--- config.mk ---
export PLATFORM = sky130hd
export DESIGN_NAME = rst_pin_supervisor
export DESIGN_NICKNAME = d
export VERILOG_FILES = /design/src/rtl/rsp_pkg.sv /design/src/rtl/rsp_sync.sv /design/src/rtl/rsp_seq.sv /design/src/rtl/rsp_hi_mon.sv /design/src/rtl/rst_pin_supervisor.sv
export SDC_FILE = /design/constraint.sdc
export NUM_CORES = 1
export LEC_CHECK = 0
export ABC_AREA = 1
export BUFFER_PORTS_ARGS = -buffer_cell sky130_fd_sc_hd__clkbuf_2
export CORE_MARGIN = 5
export CORE_UTILIZATION = 50
export CTS_BUF_LIST = sky130_fd_sc_hd__clkbuf_2
export CTS_CLUSTER_SIZE = 30
export DETAILED_ROUTE_END_ITERATION = 8
export PLACE_DENSITY = 0.69
export SLEW_MARGIN = 20
export SYNTH_ARGS = -nofsm -noshare
export SYNTH_HDL_FRONTEND = slang
export SYNTH_SLANG_ARGS = --single-unit
export TNS_END_PERCENT = 100
--- constraint.sdc ---
create_clock -name clk -period 1.8 [get_ports clk]
set_input_delay 0.36 -clock clk [delete_from_list [all_inputs] [get_ports clk]]
set_output_delay 0.36 -clock clk [all_outputs]
set_load 0.01 [all_outputs]
--- src/rtl/rsp_pkg.sv ---
package rsp_pkg;

  typedef enum logic [2:0] {
    ST_IDLE  = 3'd0,
    ST_DRIVE = 3'd1,
    ST_WATCH = 3'd2,
    ST_EXTLO = 3'd3,
    ST_HOLD  = 3'd4
  } rsp_state_e;

  function automatic int max2(input int a, input int b);
    return (a > b) ? a : b;
  endfunction

endpackage

--- src/rtl/rsp_sync.sv ---
module rsp_sync #(
  parameter int STAGES    = 2,
  parameter bit RESET_VAL = 1'b1
) (
  input  logic clk,
  input  logic rst,
  input  logic d_i,
  output logic q_o
);

  logic [STAGES-1:0] chain_q;

  generate
    for (genvar g = 0; g < STAGES; g++) begin : g_stage
      if (g == 0) begin : g_first
        always_ff @(posedge clk) begin
          if (rst) chain_q[g] <= RESET_VAL;
          else     chain_q[g] <= d_i;
        end
      end else begin : g_next
        always_ff @(posedge clk) begin
          if (rst) chain_q[g] <= RESET_VAL;
          else     chain_q[g] <= chain_q[g-1];
        end
      end
    end
  endgenerate

  assign q_o = chain_q[STAGES-1];

endmodule

--- src/rtl/rsp_seq.sv ---
module rsp_seq
  import rsp_pkg::*;
#(
  parameter int SHORT_TICKS    = 8,
  parameter int LONG_TICKS     = 64,
  parameter int CLAMP_LO_TICKS = 32,
  parameter int GLITCH_TICKS   = 4,
  parameter int CW             = 7
) (
  input  logic clk,
  input  logic rst,
  input  logic tick_i,
  input  logic pin_s_i,
  input  logic long_sel_i,
  input  logic req_i,
  output logic drive_o,
  output logic ext_o,
  output logic fs_o
);

  localparam logic [CW-1:0] SHORT_LAST = CW'(SHORT_TICKS - 1);
  localparam logic [CW-1:0] LONG_LAST  = CW'(LONG_TICKS - 1);
  localparam logic [CW-1:0] LO_LAST    = CW'(CLAMP_LO_TICKS - 1);
  localparam logic [CW-1:0] GL_LAST    = CW'(GLITCH_TICKS - 1);

  rsp_state_e    state_q;
  logic [CW-1:0] cnt_q;
  logic          long_q;
  logic          drive_q, ext_q, fs_q;
  logic [CW-1:0] drive_last;

  assign drive_last = long_q ? LONG_LAST : SHORT_LAST;

  always_ff @(posedge clk) begin
    if (rst) begin
      state_q <= ST_IDLE;
      cnt_q   <= '0;
      long_q  <= 1'b0;
      drive_q <= 1'b0;
      ext_q   <= 1'b0;
      fs_q    <= 1'b0;
    end else begin
      ext_q <= 1'b0;
      fs_q  <= 1'b0;
      case (state_q)
        ST_IDLE: begin
          cnt_q <= '0;
          if (req_i) begin
            state_q <= ST_DRIVE;
            long_q  <= long_sel_i;
            drive_q <= 1'b1;
          end else if (!pin_s_i) begin
            state_q <= ST_EXTLO;
          end
        end
        ST_DRIVE: begin
          if (tick_i) begin
            if (cnt_q == drive_last) begin
              state_q <= ST_WATCH;
              cnt_q   <= '0;
              drive_q <= 1'b0;
            end else begin
              cnt_q <= cnt_q + 1'b1;
            end
          end
        end
        ST_WATCH: begin
          if (pin_s_i) begin
            state_q <= ST_IDLE;
            cnt_q   <= '0;
          end else if (tick_i) begin
            if (cnt_q == LO_LAST) begin
              fs_q    <= 1'b1;
              state_q <= ST_HOLD;
              cnt_q   <= '0;
            end else begin
              cnt_q <= cnt_q + 1'b1;
            end
          end
        end
        ST_EXTLO: begin
          if (pin_s_i) begin
            state_q <= ST_IDLE;
            cnt_q   <= '0;
          end else if (tick_i) begin
            if (cnt_q == GL_LAST) begin
              ext_q   <= 1'b1;
              state_q <= ST_HOLD;
              cnt_q   <= '0;
            end else begin
              cnt_q <= cnt_q + 1'b1;
            end
          end
        end
        ST_HOLD: begin
          cnt_q <= '0;
          if (pin_s_i) state_q <= ST_IDLE;
        end
        default: state_q <= ST_IDLE;
      endcase
    end
  end

  assign drive_o = drive_q;
  assign ext_o   = ext_q;
  assign fs_o    = fs_q;


  drive_needs_req_chk: assert property (@(posedge clk) disable iff (rst)
    $rose(drive_o) |-> $past(req_i));


  ext_one_cycle_chk: assert property (@(posedge clk) disable iff (rst)
    ext_o |=> !ext_o);


  fs_one_cycle_chk: assert property (@(posedge clk) disable iff (rst)
    fs_o |=> !fs_o);


  ext_on_low_chk: assert property (@(posedge clk) disable iff (rst)
    ext_o |-> ($past(!pin_s_i) && !drive_o));


  fs_on_low_chk: assert property (@(posedge clk) disable iff (rst)
    fs_o |-> ($past(!pin_s_i) && !drive_o));

endmodule

--- src/rtl/rsp_hi_mon.sv ---
module rsp_hi_mon #(
  parameter int CLAMP_HI_TICKS = 4,
  parameter int CW             = 7
) (
  input  logic clk,
  input  logic rst,
  input  logic tick_i,
  input  logic drive_i,
  input  logic pin_s_i,
  input  logic clr_i,
  output logic flag_o
);

  localparam logic [CW-1:0] HI_LAST = CW'(CLAMP_HI_TICKS - 1);

  logic [CW-1:0] cnt_q;
  logic          flag_q;
  logic          hit;

  assign hit = drive_i && pin_s_i && tick_i && (cnt_q == HI_LAST);

  always_ff @(posedge clk) begin
    if (rst) begin
      cnt_q  <= '0;
      flag_q <= 1'b0;
    end else begin
      if (!drive_i || !pin_s_i)  cnt_q <= '0;
      else if (hit)              cnt_q <= '0;
      else if (tick_i)           cnt_q <= cnt_q + 1'b1;

      if (clr_i)    flag_q <= 1'b0;
      else if (hit) flag_q <= 1'b1;
    end
  end

  assign flag_o = flag_q;


  flag_set_cause_chk: assert property (@(posedge clk) disable iff (rst)
    $rose(flag_o) |-> $past(drive_i && pin_s_i && tick_i));


  flag_sticky_chk: assert property (@(posedge clk) disable iff (rst)
    (flag_o && !clr_i) |=> flag_o);


  flag_clear_chk: assert property (@(posedge clk) disable iff (rst)
    clr_i |=> !flag_o);

endmodule

--- src/rtl/rst_pin_supervisor.sv ---
module rst_pin_supervisor
  import rsp_pkg::*;
#(
  parameter int SHORT_TICKS    = 8,
  parameter int LONG_TICKS     = 64,
  parameter int CLAMP_LO_TICKS = 32,
  parameter int CLAMP_HI_TICKS = 4,
  parameter int GLITCH_TICKS   = 4,
  parameter int SYNC_STAGES    = 2
) (
  input  logic clk,
  input  logic rst,
  input  logic tick_i,
  input  logic pin_i,
  input  logic pulse_long_i,
  input  logic pulse_req_i,
  input  logic hi_clr_i,
  output logic pin_drive_o,
  output logic ext_rst_o,
  output logic failsafe_o,
  output logic clamp_hi_o
);

  localparam int MAX_T = max2(max2(max2(SHORT_TICKS, LONG_TICKS),
                                   max2(CLAMP_LO_TICKS, CLAMP_HI_TICKS)),
                              GLITCH_TICKS);
  localparam int CW = $clog2(MAX_T + 1);

  logic pin_s;
  logic drive;

  rsp_sync #(
    .STAGES   (SYNC_STAGES),
    .RESET_VAL(1'b1)
  ) sync_i (
    .clk(clk),
    .rst(rst),
    .d_i(pin_i),
    .q_o(pin_s)
  );

  rsp_seq #(
    .SHORT_TICKS   (SHORT_TICKS),
    .LONG_TICKS    (LONG_TICKS),
    .CLAMP_LO_TICKS(CLAMP_LO_TICKS),
    .GLITCH_TICKS  (GLITCH_TICKS),
    .CW            (CW)
  ) seq_i (
    .clk       (clk),
    .rst       (rst),
    .tick_i    (tick_i),
    .pin_s_i   (pin_s),
    .long_sel_i(pulse_long_i),
    .req_i     (pulse_req_i),
    .drive_o   (drive),
    .ext_o     (ext_rst_o),
    .fs_o      (failsafe_o)
  );

  rsp_hi_mon #(
    .CLAMP_HI_TICKS(CLAMP_HI_TICKS),
    .CW            (CW)
  ) hi_i (
    .clk    (clk),
    .rst    (rst),
    .tick_i (tick_i),
    .drive_i(drive),
    .pin_s_i(pin_s),
    .clr_i  (hi_clr_i),
    .flag_o (clamp_hi_o)
  );

  assign pin_drive_o = drive;


  idle_after_reset_chk: assert property (@(posedge clk)
    $past(rst) |-> (!pin_drive_o && !ext_rst_o && !failsafe_o && !clamp_hi_o));

endmodule

==> summary.log <==
[run_status] run status finished, final reports clean
[global_routing] initial antenna violation count 0
[synthesis] gate count of the mapped netlist 181
[timing] RSZ-0062 raised after global routing false
[drt] detailed-router iteration count before antenna repair 4
[cells_and_area] Syn-to-layout area delta 8.441%
[critical_path] cell family with most CP delay simple AND/OR/NAND/NOR gates
[clocking] count of H-tree levels built during CTS 1
[clocking] number of clock sinks 24
[drt] number of antenna-violating nets in the routed design 0
[timing] period utilization 87.31%
[floorplanning] area of the core region 0.002455 mm2
[critical_path] slowest cell on the critical path dfxtp_1
[critical_path] sort of element at the end of the critical path flop
[drt] violation count after the first detailed-routing iteration 36
[pwr] maximum vdd drop 734.7 uV
[synthesis] number of unique standard cell types used by synthesis 26
[synthesis] Synth Warn # 0
[synthesis] net count after synthesis 190
[synthesis] count of state elements after synthesis 24
[floorplanning] die outline area 0.003624 mm2
[flow_run] number of max-cap violations 0
[clocking] worst-case clock buffer depth 2
[cells_and_area] fraction of final layout cells sized beyond drive strength 1 16.75%
[critical_path] startpoint types flop
[global_routing] global route total overflow 0
[pwr] total leakage power 0.5579 nW
[global_routing] first-pass GRT wire length 4485 um
[timing] final-report setup violation count 0
[critical_path] Critical Path RT 2.08 ns
[critical_path] cells traversed along the worst timing path ha_1, inv_1, nor2_1, nand3_1, nand2_1, nand2_2, nor2_4, nand2_1, nor2_1, nor2_1
[critical_path] cell occurring most often along the worst timing path nor2_1
[placement] pre-CTS setup slack 0.2748 ns
[timing] worst relative slew slack 72.83%
[synthesis] Mean Syn Cell Area 6.961 um2
[clocking] post-CTS setup buffer count 0
[timing] setup tns final 0 ns
[critical_path] path type of the worst setup path flop to flop
[placement] port bufs 10
[critical_path] crit path buf inv count 1
[timing] final worst hold slack 0.1309 ns
[global_routing] GRT Overall Usage 16.22%
[timing] minimum clock period after layout 1.572 ns
[timing] Pins Over Slew Limit 0
[synthesis] largest area contributor in the synthesized netlist dfxtp_1
[cells_and_area] leading cell type in the layout, fill and taps excluded nor2_1
[floorplanning] # IOs 11
[cells_and_area] number of nets in the final layout 201
[timing] final hold violation count 0
[clocking] register clock-pin slew on the reported worst setup and hold paths 0.23 ns
[drt] number of vias per cell after detailed routing 5.100
[synthesis] post-synthesis sequential area ratio 38.13%
[clocking] insertion delay of the later-clocked pin in the worst-skew pair 0.34 ns
[placement] RD Place Congestion 0.9314
[timing] Worst-Margin Slew 0.4044 ns
[critical_path] Crit path largest cell delay 0.45 ns
[floorplanning] Starting Density 51.33%
[floorplanning] Chip Height 60.20 um
[clocking] library cell used as clock root buffer clkbuf_2
[critical_path] arrival time of data at the critical path endpoint 1.85 ns
[timing] post-layout worst setup margin 0.2284 ns
[clocking] CTS tree done
[drt] DRC violations left 0
[clocking] post-CTS sizing 0
[global_routing] via count of the first global-routing pass 1088
[synthesis] Synth Cell Area 0.001260 mm2
[floorplanning] row count 18
[critical_path] worst-path maximum fanout 6
[clocking] number of buffers created by CTS 3
[synthesis] cell types occupying the most area after synthesis dfxtp_1 38%, nor2_1 10%, nand2_1 8.3%
[timing] FMAX 0.6363 GHz
[cells_and_area] highest-count cells in the layout ignoring fill and taps 35 x nor2_1, 28 x nand2_1, 24 x dfxtp_1
[pwr] total power per unit cell area 1156 mW/mm2
[timing] worst clock skew 0.004218 ns
[drt] vias after detailed routing 1127
[cells_and_area] count of inserted antenna diode cells 0
[placement] Post-Place Cell Area 0.001321 mm2
[clocking] cts hold-fix bufs 0
[floorplanning] DIE WIDTH 60.20 um
[synthesis] share of the synthesized area in the top cell type 38.13%
[drt] average wire per standard cell 11.14 um
[cells_and_area] post-route design area 0.001366 mm2
[global_routing] maximum number of pins on one net before global-route repair 15
[drt] wirelength, routed 2463 um
[placement] detailed placer's ending HPWL 1896 um
[worst_hold_path] Hold/Removal Path Class input port to flop
flip-flops by register name, indices dropped and copies added, names as in the netlist:
name            count
seq_i.ext_o         1
sync_i.chain_q      1
sync_i.q_o          1
hi_i.flag_o         1
hi_i.cnt_q          7
seq_i.drive_o       1
seq_i.fs_o          1
seq_i.cnt_q         7
seq_i.long_q        1
seq_i.state_q       3
through the flow:
stage | util [%] | power (mW) | cells
final | 55.66 | 1.579 | 221
after floorplan | - | 1.137 | 181
after detailed placement | 53.82 | 1.229 | 217
after CTS | 55.66 | 1.589 | 221
after global routing | 55.66 | 1.712 | 221
after global placement | 53.82 | 1.215 | 217
power breakdown:
group          switching [mW]  total (mW)  internal (mW)
clock network           0.168       0.359          0.191
logic                   0.359       0.554          0.196
registers              0.0742       0.666          0.592
total                   0.600        1.58          0.979
final timing paths:
kind	end	slack [ns]	startpoint	depth (start not counted)
worst max-delay path	seq_i.state_q[0]	0.23	seq_i.cnt_q[0]	10
worst min-delay path	hi_i.flag_o	0.13	hi_clr_i	2
worst max register to register	seq_i.state_q[0]	0.23	seq_i.cnt_q[0]	10
worst min register to register	sync_i.q_o	0.45	sync_i.chain_q[0]	1
per-layer routing:
| metal | routed length [um] | vias to the layer above | GRT usage, % |
|---|---|---|---|
| met2 | 1093 | 26 | 25.46 |
| met4 | 27 | 0 | 8.228 |
| met5 | 0 | - | 0 |
| met1 | 1227 | 494 | 21.12 |
| met3 | 114 | 4 | 2.808 |
| li1 | - | 603 | - |
cell families (layout without fill, tap and decap cells):
kind of cell | after synthesis | count (layout) | synth area share, %
flip-flops | 24 | 24 | 38.13
XOR/XNOR | 5 | 5 | 3.476
buffers and inverters | 23 | 33 | 7.745
AO/OA/AOI/OAI | 19 | 19 | 8.341
multiplexers | 1 | 1 | 0.7945
adder cells (fa/ha/maj) | 2 | 2 | 1.986
AND/OR/NAND/NOR | 107 | 107 | 39.52
worst register-to-register path: stages, from the launching register on:
cell and delay, ns:
dfxtp_1 0.45, ha_1 0.23, inv_1 0.08, nor2_1 0.09
nand3_1 0.09, nand2_1 0.14, nand2_2 0.09, nor2_4 0.13
nand2_1 0.07, nor2_1 0.09, nor2_1 0.05
area by class of cell:
| type | instances | area, um2 |
|---|---|---|
| Clock buffer | 3 | 15.01 |
| Clock inverter | 1 | 30.03 |
| Fill cell | 240 | 1089 |
| Inverter | 19 | 71.32 |
| Multi-Input combinational cell | 134 | 681.9 |
| Sequential cell | 24 | 480.5 |
| Tap cell | 30 | 37.54 |
| Timing Repair Buffer | 10 | 50.05 |
cells in the mapped netlist (all sizes together):
library cell,instances
nor2,40
nand3,22
or2,2
dfxtp,24
ha,2
mux2i,1
xor2,4
inv,19
nor3,2
nand2,35
o21ai,8
nand3b,1
a21oi,10
buf,4
nand4,3
o21bai,1
nor4,2
xnor2,1
Power figures use the tool's default switching activity.
